### src/rtl/cfgld_pkg.sv
package cfgld_pkg;

  localparam int CLASS_W   = 3;
  localparam int FIELD_W   = 2;
  localparam int PER_TYPE  = 4;
  localparam int TREE_SLOT = 3 * PER_TYPE;
  localparam int BOX_SLOT  = 2 * PER_TYPE;

  typedef enum logic [2:0] {
    CLS_TREE = 3'd0,
    CLS_CORE = 3'd1,
    CLS_EXT  = 3'd2,
    CLS_MED  = 3'd3,
    CLS_OBOX = 3'd4
  } cls_e;

  typedef enum logic [1:0] {
    EL_LOGIC = 2'd0,
    EL_UP    = 2'd1,
    EL_DOWN  = 2'd2,
    EL_RSVD  = 2'd3
  } elem_e;

  // Type/index legality against per-type population counts.
  function automatic logic elem_in_range(input logic [1:0] typ, input logic [1:0] idx,
                                         input int lb_cnt, input int up_cnt, input int dn_cnt);
    case (elem_e'(typ))
      EL_LOGIC: return int'(idx) < lb_cnt;
      EL_UP:    return int'(idx) < up_cnt;
      EL_DOWN:  return int'(idx) < dn_cnt;
      default:  return 1'b0;
    endcase
  endfunction

  // Slot of an element inside one tree leaf.
  function automatic int tree_elem_slot(input logic [1:0] typ, input logic [1:0] idx);
    return int'(typ) * PER_TYPE + int'(idx);
  endfunction

  // Slot of an element inside one switch box.
  function automatic int box_elem_slot(input logic [1:0] typ, input logic [1:0] idx);
    return ((typ == EL_UP) ? 0 : PER_TYPE) + int'(idx);
  endfunction

endpackage

### src/rtl/cfgld_class_dec.sv
module cfgld_class_dec (
  input  logic       en,
  input  logic [2:0] cls,
  output logic [4:0] cls_hit,
  output logic       cls_bad
);
  for (genvar k = 0; k < 5; k++) begin : g_cls
    assign cls_hit[k] = en && (cls == 3'(k));
  end
  assign cls_bad = en && (cls > 3'd4);
endmodule

### src/rtl/cfgld_tree_dec.sv
module cfgld_tree_dec #(
  parameter int N_NODES = 4,
  parameter int LEVELS  = 3,
  parameter int ARITY   = 3,
  parameter int LB_CNT  = 4,
  parameter int UP_CNT  = 2,
  parameter int DN_CNT  = 4,
  localparam int NSF    = LEVELS - 1,
  localparam int LEAVES = ARITY ** NSF,
  localparam int HIT_W  = N_NODES * LEAVES * cfgld_pkg::TREE_SLOT
) (
  input  logic              en,
  input  logic [1:0]        node,
  input  logic [2*NSF-1:0]  slv,
  input  logic [1:0]        typ,
  input  logic [1:0]        idx,
  output logic [HIT_W-1:0]  hit,
  output logic              bad
);
  localparam int TS = cfgld_pkg::TREE_SLOT;

  // stage 1: node select
  logic [N_NODES-1:0] node_sel;
  for (genvar n = 0; n < N_NODES; n++) begin : g_node
    assign node_sel[n] = en && (node == 2'(n));
  end

  // stage 2: slave path, highest level first, each gated by the one above
  logic [NSF:0] path_ok;
  logic [15:0]  leaf_acc [NSF+1];
  assign path_ok[0]  = |node_sel;
  assign leaf_acc[0] = '0;
  for (genvar l = 0; l < NSF; l++) begin : g_lvl
    logic [1:0] fld;
    assign fld           = slv[2*(NSF-l)-1 -: 2];
    assign path_ok[l+1]  = path_ok[l] && (32'(fld) < ARITY);
    assign leaf_acc[l+1] = leaf_acc[l] * 16'(ARITY) + 16'(fld);
  end

  // stage 3: element type and index
  logic elem_ok, go;
  assign elem_ok = cfgld_pkg::elem_in_range(typ, idx, LB_CNT, UP_CNT, DN_CNT);
  assign go      = path_ok[NSF] && elem_ok;
  assign bad     = en && !go;

  logic [TS-1:0]     elem_sel;
  logic [LEAVES-1:0] leaf_sel;
  for (genvar e = 0; e < TS; e++) begin : g_el
    assign elem_sel[e] = (cfgld_pkg::tree_elem_slot(typ, idx) == e);
  end
  for (genvar f = 0; f < LEAVES; f++) begin : g_leaf
    assign leaf_sel[f] = (leaf_acc[NSF] == 16'(f));
  end

  for (genvar n = 0; n < N_NODES; n++) begin : g_hn
    for (genvar f = 0; f < LEAVES; f++) begin : g_hl
      for (genvar e = 0; e < TS; e++) begin : g_he
        assign hit[(n*LEAVES + f)*TS + e] = go && node_sel[n] && leaf_sel[f] && elem_sel[e];
      end
    end
  end
endmodule

### src/rtl/cfgld_box_dec.sv
module cfgld_box_dec #(
  parameter int N_BOX  = 4,
  parameter int UP_CNT = 2,
  parameter int DN_CNT = 4,
  localparam int HIT_W = N_BOX * cfgld_pkg::BOX_SLOT
) (
  input  logic             en,
  input  logic [1:0]       box,
  input  logic             slv_nz,
  input  logic [1:0]       typ,
  input  logic [1:0]       idx,
  output logic [HIT_W-1:0] hit,
  output logic             bad
);
  localparam int BS = cfgld_pkg::BOX_SLOT;

  logic [N_BOX-1:0] box_sel;
  for (genvar b = 0; b < N_BOX; b++) begin : g_box
    assign box_sel[b] = en && (box == 2'(b));
  end

  logic go;
  assign go  = (|box_sel) && !slv_nz && cfgld_pkg::elem_in_range(typ, idx, 0, UP_CNT, DN_CNT);
  assign bad = en && !go;

  logic [BS-1:0] elem_sel;
  for (genvar e = 0; e < BS; e++) begin : g_el
    assign elem_sel[e] = (cfgld_pkg::box_elem_slot(typ, idx) == e);
  end

  for (genvar b = 0; b < N_BOX; b++) begin : g_hb
    for (genvar e = 0; e < BS; e++) begin : g_he
      assign hit[b*BS + e] = go && box_sel[b] && elem_sel[e];
    end
  end
endmodule

### src/rtl/cfg_addr_loader.sv
module cfg_addr_loader #(
  parameter int DATA_W      = 8,
  parameter int N_NODES     = 4,
  parameter int TREE_LEVELS = 3,
  parameter int ARITY       = 3,
  parameter int LB_PER_LEAF = 4,
  parameter int UP_PER_LEAF = 2,
  parameter int DN_PER_LEAF = 4,
  parameter int N_CORE_SB   = 4,
  parameter int N_EXT_SB    = 4,
  parameter int N_MED_SB    = 1,
  parameter int N_OUT_BOX   = 4,
  parameter int SB_UP       = 2,
  parameter int SB_DN       = 4,
  parameter int OBOX_DN     = 4,
  localparam int NSF    = TREE_LEVELS - 1,
  localparam int ADDR_W = cfgld_pkg::CLASS_W + cfgld_pkg::FIELD_W * (NSF + 3),
  localparam int LEAVES = ARITY ** NSF,
  localparam int TREE_W = N_NODES * LEAVES * cfgld_pkg::TREE_SLOT,
  localparam int CORE_W = N_CORE_SB * cfgld_pkg::BOX_SLOT,
  localparam int EXT_W  = N_EXT_SB * cfgld_pkg::BOX_SLOT,
  localparam int MED_W  = N_MED_SB * cfgld_pkg::BOX_SLOT,
  localparam int OBOX_W = N_OUT_BOX * cfgld_pkg::BOX_SLOT
) (
  input  logic              clk,
  input  logic              rst,
  input  logic              ld_sel,
  input  logic              host_valid,
  output logic              host_ready,
  input  logic [ADDR_W-1:0] host_addr,
  input  logic [DATA_W-1:0] host_data,
  output logic [DATA_W-1:0] cfg_data,
  output logic [TREE_W-1:0] tree_wr,
  output logic [CORE_W-1:0] core_wr,
  output logic [EXT_W-1:0]  ext_wr,
  output logic [MED_W-1:0]  med_wr,
  output logic [OBOX_W-1:0] obox_wr,
  output logic              cfg_err
);
  // ---- address fields
  logic [2:0]       f_cls;
  logic [1:0]       f_idx_hi, f_typ, f_idx;
  logic [2*NSF-1:0] f_slv;
  assign f_cls    = host_addr[ADDR_W-1 -: 3];
  assign f_idx_hi = host_addr[ADDR_W-4 -: 2];
  assign f_slv    = host_addr[4 +: 2*NSF];
  assign f_typ    = host_addr[3:2];
  assign f_idx    = host_addr[1:0];

  // ---- handshake events
  logic busy_q, accept;
  assign host_ready = ld_sel && !busy_q;
  assign accept     = host_valid && host_ready;

  // ---- class stage
  logic [4:0] cls_hit;
  logic       cls_bad;
  cfgld_class_dec u_cls (.en(accept), .cls(f_cls), .cls_hit(cls_hit), .cls_bad(cls_bad));

  // ---- target stages
  logic [TREE_W-1:0] tree_hit;
  logic [CORE_W-1:0] core_hit;
  logic [EXT_W-1:0]  ext_hit;
  logic [MED_W-1:0]  med_hit;
  logic [OBOX_W-1:0] obox_hit;
  logic tree_bad, core_bad, ext_bad, med_bad, obox_bad;
  logic slv_nz;
  assign slv_nz = |f_slv;

  cfgld_tree_dec #(
    .N_NODES(N_NODES), .LEVELS(TREE_LEVELS), .ARITY(ARITY),
    .LB_CNT(LB_PER_LEAF), .UP_CNT(UP_PER_LEAF), .DN_CNT(DN_PER_LEAF)
  ) u_tree (
    .en(cls_hit[cfgld_pkg::CLS_TREE]), .node(f_idx_hi), .slv(f_slv),
    .typ(f_typ), .idx(f_idx), .hit(tree_hit), .bad(tree_bad)
  );

  cfgld_box_dec #(.N_BOX(N_CORE_SB), .UP_CNT(SB_UP), .DN_CNT(SB_DN)) u_core (
    .en(cls_hit[cfgld_pkg::CLS_CORE]), .box(f_idx_hi), .slv_nz(slv_nz),
    .typ(f_typ), .idx(f_idx), .hit(core_hit), .bad(core_bad)
  );
  cfgld_box_dec #(.N_BOX(N_EXT_SB), .UP_CNT(SB_UP), .DN_CNT(SB_DN)) u_ext (
    .en(cls_hit[cfgld_pkg::CLS_EXT]), .box(f_idx_hi), .slv_nz(slv_nz),
    .typ(f_typ), .idx(f_idx), .hit(ext_hit), .bad(ext_bad)
  );
  cfgld_box_dec #(.N_BOX(N_MED_SB), .UP_CNT(SB_UP), .DN_CNT(SB_DN)) u_med (
    .en(cls_hit[cfgld_pkg::CLS_MED]), .box(f_idx_hi), .slv_nz(slv_nz),
    .typ(f_typ), .idx(f_idx), .hit(med_hit), .bad(med_bad)
  );
  cfgld_box_dec #(.N_BOX(N_OUT_BOX), .UP_CNT(0), .DN_CNT(OBOX_DN)) u_obox (
    .en(cls_hit[cfgld_pkg::CLS_OBOX]), .box(f_idx_hi), .slv_nz(slv_nz),
    .typ(f_typ), .idx(f_idx), .hit(obox_hit), .bad(obox_bad)
  );

  logic dec_err;
  assign dec_err = cls_bad | tree_bad | core_bad | ext_bad | med_bad | obox_bad;

  // ---- output registers
  always_ff @(posedge clk) begin
    if (rst) begin
      busy_q   <= 1'b0;
      cfg_data <= '0;
      tree_wr  <= '0;
      core_wr  <= '0;
      ext_wr   <= '0;
      med_wr   <= '0;
      obox_wr  <= '0;
      cfg_err  <= 1'b0;
    end else begin
      busy_q  <= accept;
      tree_wr <= tree_hit;
      core_wr <= core_hit;
      ext_wr  <= ext_hit;
      med_wr  <= med_hit;
      obox_wr <= obox_hit;
      cfg_err <= dec_err;
      if (accept) cfg_data <= host_data;
    end
  end

  // ---- assertions
  logic any_wr;
  assign any_wr = (|tree_wr) | (|core_wr) | (|ext_wr) | (|med_wr) | (|obox_wr);


  ready_drop_chk: assert property (@(posedge clk) disable iff (rst)
    accept |=> !host_ready);

  one_strobe_chk: assert property (@(posedge clk) disable iff (rst)
    $onehot0({tree_wr, core_wr, ext_wr, med_wr, obox_wr}));

  strobe_pulse_chk: assert property (@(posedge clk) disable iff (rst)
    any_wr |=> !any_wr);

  data_held_chk: assert property (@(posedge clk) disable iff (rst)
    accept |=> (cfg_data == $past(host_data)));

  err_excl_chk: assert property (@(posedge clk) disable iff (rst)
    cfg_err |-> !any_wr);

  outcome_chk: assert property (@(posedge clk) disable iff (rst)
    accept |=> (any_wr || cfg_err));

  idle_chk: assert property (@(posedge clk) disable iff (rst)
    !accept |=> (!any_wr && !cfg_err));
endmodule

### config.mk
export PLATFORM = sky130hd
export DESIGN_NAME = cfg_addr_loader
export DESIGN_NICKNAME = d
export VERILOG_FILES = /design/src/rtl/cfgld_pkg.sv /design/src/rtl/cfgld_class_dec.sv /design/src/rtl/cfgld_tree_dec.sv /design/src/rtl/cfgld_box_dec.sv /design/src/rtl/cfg_addr_loader.sv
export SDC_FILE = /design/constraint.sdc
export NUM_CORES = 1
export LEC_CHECK = 0
export BUFFER_PORTS_ARGS = -buffer_cell sky130_fd_sc_hd__buf_2
export CORE_AREA = 5 5 222 224
export DETAILED_ROUTE_END_ITERATION = 7
export DIE_AREA = 0 0 227 229
export HOLD_SLACK_MARGIN = 0.1
export PLACE_DENSITY = 0.67
export SLEW_MARGIN = 0
export SYNTH_ARGS = -nofsm -noshare
export SYNTH_HDL_FRONTEND = slang
export SYNTH_SLANG_ARGS = --single-unit
export TNS_END_PERCENT = 30
### constraint.sdc
create_clock -name clk -period 2.47 [get_ports clk]
set_input_delay 0.1235 -clock clk [delete_from_list [all_inputs] [get_ports clk]]
set_output_delay 0.1235 -clock clk [all_outputs]
set_load 0.03 [all_outputs]
==> impl_results.md, run 1 <==
- Die width: 227 um
- Ys flop type: dfxtp_1
- CTS tree: done
- Area contributors post-synth: dfxtp_1 (74%), nor3_1 (9.9%), nor2_1 (6.9%), clkbuf_1 (2.1%), nand2_1 (1.0%)
- Fin area: 20,800 sq um
- Worst endpoint required time: 2950 ps
- I/O Pins: 571
- Clock Latency Late Sink: 570 ps
- Unrepaired setup endpoints after global routing: false
- CP startpoint kind: register
- Core ar.: 47,100 sq um
- Inst Count DP: between 2k and 3k
- WL/cell: roughly 21 um
- Routed vias: between 10k and 15k
- Final worst path period need: 2220 ps
- First-pass GRT wire length: 79,500 um
- Synthesized flop and latch total: 546
- Share of cells above drive strength 1: 0.369
- Synth area leader: dfxtp_1
- Area Growth Syn to Fin: 40.4%
- Relative slew slack: 0.326
- Pins Over Slew Limit: 0
- Final cell count without fillers: roughly 2.6k
- Dpl hpwl: between 30,000 and 40,000 um
- H-Tree Depth: 2
- Pre-CTS WS: -166 ps
- Status: finished clean
- Residual DRC: 0
- Initial core utilization: 0.314
- DRT antenna net count: 0
- Final setup fails: 0
- Clock share of power: 0.449
- Final Util: 0.441
- Syn Std Cell Area: around 15,000 sq um
- Die height: around 230 um
- Tot GR Track Use: 0.202
- PortBufs: 570
- Most instantiated cells after synthesis: dfxtp_1 (546), nor3_1 (292), nor2_1 (271)
- Sw Ratio: 0.212
- Worst VDD drop: around 0.00070 V
- Worst Path Arrival: around 2700 ps
- Mean Syn Cell Area: 10.9 sq um
- Clock buffer count from CTS: 51
- Clock transition at path regs: 60 ps
- Max clock buf depth: 3
- Seq pwr share: 0.515
- Final setup margin: about 250 ps
- CTS sink count: approximately 550
- Die ar.: 52,000 sq um
- Comb pwr share: 0.036
- Vias in the first global route: ~12k
- Pre-antenna DRT Iters: 5
- Vias per std cell: 4.67
- Critical path peak fanout: 24
- Synth Warn #: 0
- Max-Cap Viols: 0
- Asr flop ratio synth: 0
- Internal power: 13,500 uW
- Min-delay worst type: input port to register
- # fillers: ~4.4k
- Most numerous cell in the Yosys netlist: dfxtp_1
- Placed cell area: approximately 19,000 sq um
- Critical path capture point type: register
- Fin Clk Skew: 8.90 ps
- Setup Crit Path Kind: register to register
- Syn nets: between 1k and 1.5k
- Row Count: 80
- Tightest Pin Transition: 1010 ps
- Drt initial violations: between 800 and 900
- Nets: ~2.0k
- Fmax achieved: 450 MHz
- Largest net degree at the start of global routing: between 70 and 80
- Total grt overflow: 0
- Pleak: roughly 0.0095 uW
- Power Density: roughly 820 nW/um^2
- Share of the synthesized area in the top cell type: 0.738
- Sequential element share of the synthesized area: 0.738
- Unique masters post-synth: 40
- Final Hold Vio Count: 0
- Final cycle utilization of the critical path: 0.900
- Sw Pwr: between 3000 and 4000 uW
- CTS root buf: clkbuf_16
- Post-synth EDFFs: 0
- Initial antenna violation count: 3
- Post-Syn Instances: between 1k and 1.5k
- Gp weighted congestion: 0.826
- WL final: around 55,000 um
-- path summary, 6_finish.rpt --
path	cells past startpoint	startpoint	to	slack (ps)
max reg2reg	6	busy_q	tree_wr[45]	250
min	4	ld_sel	cfg_err	140
max	6	busy_q	tree_wr[45]	250
min reg2reg	3	busy_q	cfg_err	840
-- layout make-up --
class	instances	area (sq um)	share of cell area
Sequential cell	546	10900	0.526
Multi-Input combinational cell	700	3470	0.167
Inverter	9	33.8	0.00162
Tap cell	615	769	0.0370
Clock inverter	14	129	0.00620
Timing Repair Buffer	679	3930	0.189
Antenna cell	2	5.00	0.000241
Clock buffer	76	1530	0.0736
-- per-stage QoR --
stage	total power [uW]	hold slack, ps	setup TNS, ps
finish	17100	136	0
global placement	9570	359	-11310
CTS	17300	125	0
floorplan	9330	267	0
detailed placement	9590	370	-21820
global route	17700	154	0
-- flip-flops by register name, summed over array words and instances (netlist names) --
signal    count
tree_wr     432
cfg_err       1
obox_wr      32
cfg_data      8
core_wr      32
ext_wr       32
busy_q        1
med_wr        8
-- layout by cell type, fill, tap and decap left out, types with 9 or more instances in the layout --
master	instances
buf_12	15
buf_2	570
buf_4	67
clkbuf_1	9
clkbuf_16	51
clkbuf_8	16
clkinv_2	9
dfxtp_1	546
dlygate4sd3_1	27
ha_1	9
inv_1	9
mux2i_1	9
nand2_1	39
nand4_1	22
nor2_1	268
nor3_1	292
-- power groups by stage --
stage	clock [uW]	sequential [uW]	combinational, uW
6_report	7680	8820	613
3_3_place_gp	0	9010	563
3_5_place_dp	0	9010	576
4_1_cts	7830	8820	612
5_1_grt	8220	8810	659
2_1_floorplan	0	9030	304
-- metal layers --
metal / up-vias / track usage / part of all wire
met2: 619 / 0.331 / 0.47
met4: 2 / 0.0714 / 0.034
met5: - / 0 / 0.00013
met1: 5868 / 0.253 / 0.40
li1: 5728 / - / -
met3: 117 / 0.0615 / 0.098
-- worst max-delay path, cell delays in order, from the launching register on --
cell,delay (ps)
dfxtp_1,320
nand4bb_1,370
nor3_1,490
nand3b_1,320
buf_4,260
buf_12,160
nor3_1,200
-- kinds of logic (layout without fill, tap and decap cells) --
group                      count (synthesis)  after routing  share of synthesized area
adders and majority gates                 10             10                    0.00896
DFF                                      546            546                      0.738
AOI/OAI and AO/OA                         16             16                    0.00760
buffers and inverters                    115            778                     0.0323
other                                      0              2                          0
xor gates and xnor gates                   1              1                   0.000592
and+or+nand+nor                          664            664                      0.206
muxes                                      9              9                    0.00608
-- timing repair --
action,4_1_cts,5_1_grt
gates resized for setup,0,0
hold endpoints to repair,39,0
hold buffers,27,0
buffers inserted,0,0
Note: power is estimated with default switching activity, not from simulation.
==> run 2, diff against run 1 <==
--- a/config.mk
+++ b/config.mk
@@ -5,12 +5,13 @@
 export SDC_FILE = /design/constraint.sdc
 export NUM_CORES = 1
 export LEC_CHECK = 0
-export BUFFER_PORTS_ARGS = -buffer_cell sky130_fd_sc_hd__buf_2
-export CORE_AREA = 5 5 222 224
+export CORE_AREA = 5 5 218 220
+export CTS_BUF_LIST = sky130_fd_sc_hd__clkbuf_16
 export DETAILED_ROUTE_END_ITERATION = 7
-export DIE_AREA = 0 0 227 229
+export DIE_AREA = 0 0 223 225
+export DONT_BUFFER_PORTS = 1
 export HOLD_SLACK_MARGIN = 0.1
-export PLACE_DENSITY = 0.67
+export PLACE_DENSITY = 0.57
 export SLEW_MARGIN = 0
 export SYNTH_ARGS = -nofsm -noshare
 export SYNTH_HDL_FRONTEND = slang
==> impl_results.md, run 2 (synthesis results as in run 1) <==
- Final Hold Vio Count: 0
- Max clock buf depth: 3
- I/O Pins: between 500 and 600
- Share of cells above drive strength 1: 0.121
- Routed vias: between 10k and 15k
- Die width: between 200 and 250 um
- Final Util: 0.396
- Initial core utilization: 0.328
- WL final: between 50,000 and 60,000 um
- First-pass GRT wire length: approximately 75,000 um
- Slowest stage cell, crit path: dlygate4sd3_1
- Residual DRC: 0
- Power Density: 958 nW/um^2
- Worst endpoint required time: 2980 ps
- Clock transition at path regs: roughly 60 ps
- CTS root buf: clkbuf_16
- Fin Clk Skew: approximately 12 ps
- Final cell count without fillers: 2,061
- Die height: between 200 and 250 um
- CP startpoint kind: register
- Clock Latency Late Sink: 580 ps
- Status: finished clean
- Post-CTS setup buffers: 0
- Unrepaired setup endpoints after global routing: false
- Crit-path cells: and4b_1 -> nor3b_1 -> nand3_1 -> nor2_1 -> dlygate4sd3_1
- Commonest non-fill, non-tap cell in the layout: dfxtp_1
- Worst Path Arrival: approximately 2800 ps
- Total grt overflow: 0
- Buf/Inv on CP: 1
- Final setup fails: 0
- Core ar.: around 45,000 sq um
- # fillers: 4,373
- Inst Count DP: ~1.9k
- H-Tree Depth: 2
- DRT antenna net count: 0
- Critical path capture point type: register
- Final cycle utilization of the critical path: 0.929
- CTS tree: done
- CTS sink count: ~550
- Setup Crit Path Kind: register to register
- Number of flip-flops in the largest register: 432
- Worst VDD drop: 0.000514 V
- Clock buffer count from CTS: 51
- Die ar.: roughly 50,000 sq um
- Initial antenna violation count: 1
- PortBufs: 0
- Tot GR Track Use: 0.201
- Tightest Pin Transition: 735 ps
- Drt initial violations: ~740
- Nets: roughly 1.5k
- Cell family with most CP delay: simple AND/OR/NAND/NOR gates
- Vias per std cell: 4.96
- Relative slew slack: 0.509
- Final worst path period need: about 2300 ps
- Pre-antenna DRT Iters: 5
- Max-Cap Viols: 0
- Area Growth Syn to Fin: 20.7%
- Critical path peak fanout: 8
- Largest stage delay, worst path: approximately 570 ps
- Most flops, register: tree_wr
- Pins Over Slew Limit: 0
- WL/cell: between 20 and 30 um
- Largest net degree at the start of global routing: 69
- Row Count: slightly below 80
- Vias in the first global route: 10.1k
- Min-delay worst type: input port to register
- Pleak: 0.00632 uW
- Gp weighted congestion: ~0.8
- Dpl hpwl: 37,800 um
- Fmax achieved: approximately 440 MHz
- Most frequent cells in the layout: dfxtp_1 (546), nor3_1 (292), nor2_1 (268)
## run 2: cell count changes in the layout (fill, tap and decap cells not counted), sizes merged
cell | previous run | this run
clkinvlp | 2 | 1
diode | 2 | 1
clkbuf | 76 | 52
bufinv | 2 | 6
dlygate4sd3 | 27 | 24
clkinv | 9 | 17
buf | 652 | 89
inv | 10 | 25
## run 2: final cells by class
cell class | count | area, sq um | share of cell area
Inverter | 9 | 33.8 | 0.00189
Tap cell | 600 | 751 | 0.0420
Multi-Input combinational cell | 700 | 3470 | 0.194
Clock inverter | 40 | 360 | 0.0202
Timing Repair Buffer | 113 | 1020 | 0.0571
Clock buffer | 52 | 1300 | 0.0728
Antenna cell | 1 | 2.50 | 0.000140
Sequential cell | 546 | 10900 | 0.612
## run 2: worst paths after layout
path	from	end	slack, ps	cells past startpoint
worst max-delay path	busy_q	obox_wr[25]	180	5
worst max register to register	busy_q	obox_wr[25]	180	5
worst min-delay path	host_addr[5]	cfg_err	120	3
worst min register to register	cfg_data[4]	cfg_data[4]	680	2
## run 2: timing repair
item                                   in CTS  in global routing
setup endpoints to repair                   0                  5
gates resized for setup                     0                  1
hold buffers                               24                  0
endpoints found under the hold margin     198                  0
## run 2: report_power, final
part	internal [uW]	leakage, uW	switching [uW]	total, uW
registers	8810	0.00440	20.3	8830
logic	183	0.00106	381	564
clock network	4460	0.000863	3270	7730
total	13500	0.00632	3670	17100
## run 2: worst min-delay path, stage by stage
cell       delay (ps)
nand4bb_1         120
o21ai_0            80
a31oi_1           290
## run 2: stage by stage
stage               setup slack, ps  hold WS [ps]  power [uW]  TNS, ps  cell area (sq um)
floorplan                       156           267        9330        0              14800
global placement               62.2           211        9550        0              16000
detailed placement            -10.5           210        9550    -13.6              16000
CTS                            99.0           101       17300        0              17900
global route                   8.98           126       17700        0              17900
finish                          176           122       17100        0              17900
## run 2: layer usage
| layer | part of all wire | vias up | GRT usage |
|---|---|---|---|
| met5 | 0 | - | 0 |
| met4 | 0.024 | 0 | 0.0538 |
| met3 | 0.10 | 74 | 0.0809 |
| met2 | 0.48 | 518 | 0.337 |
| met1 | 0.40 | 5032 | 0.240 |
| li1 | - | 4594 | - |
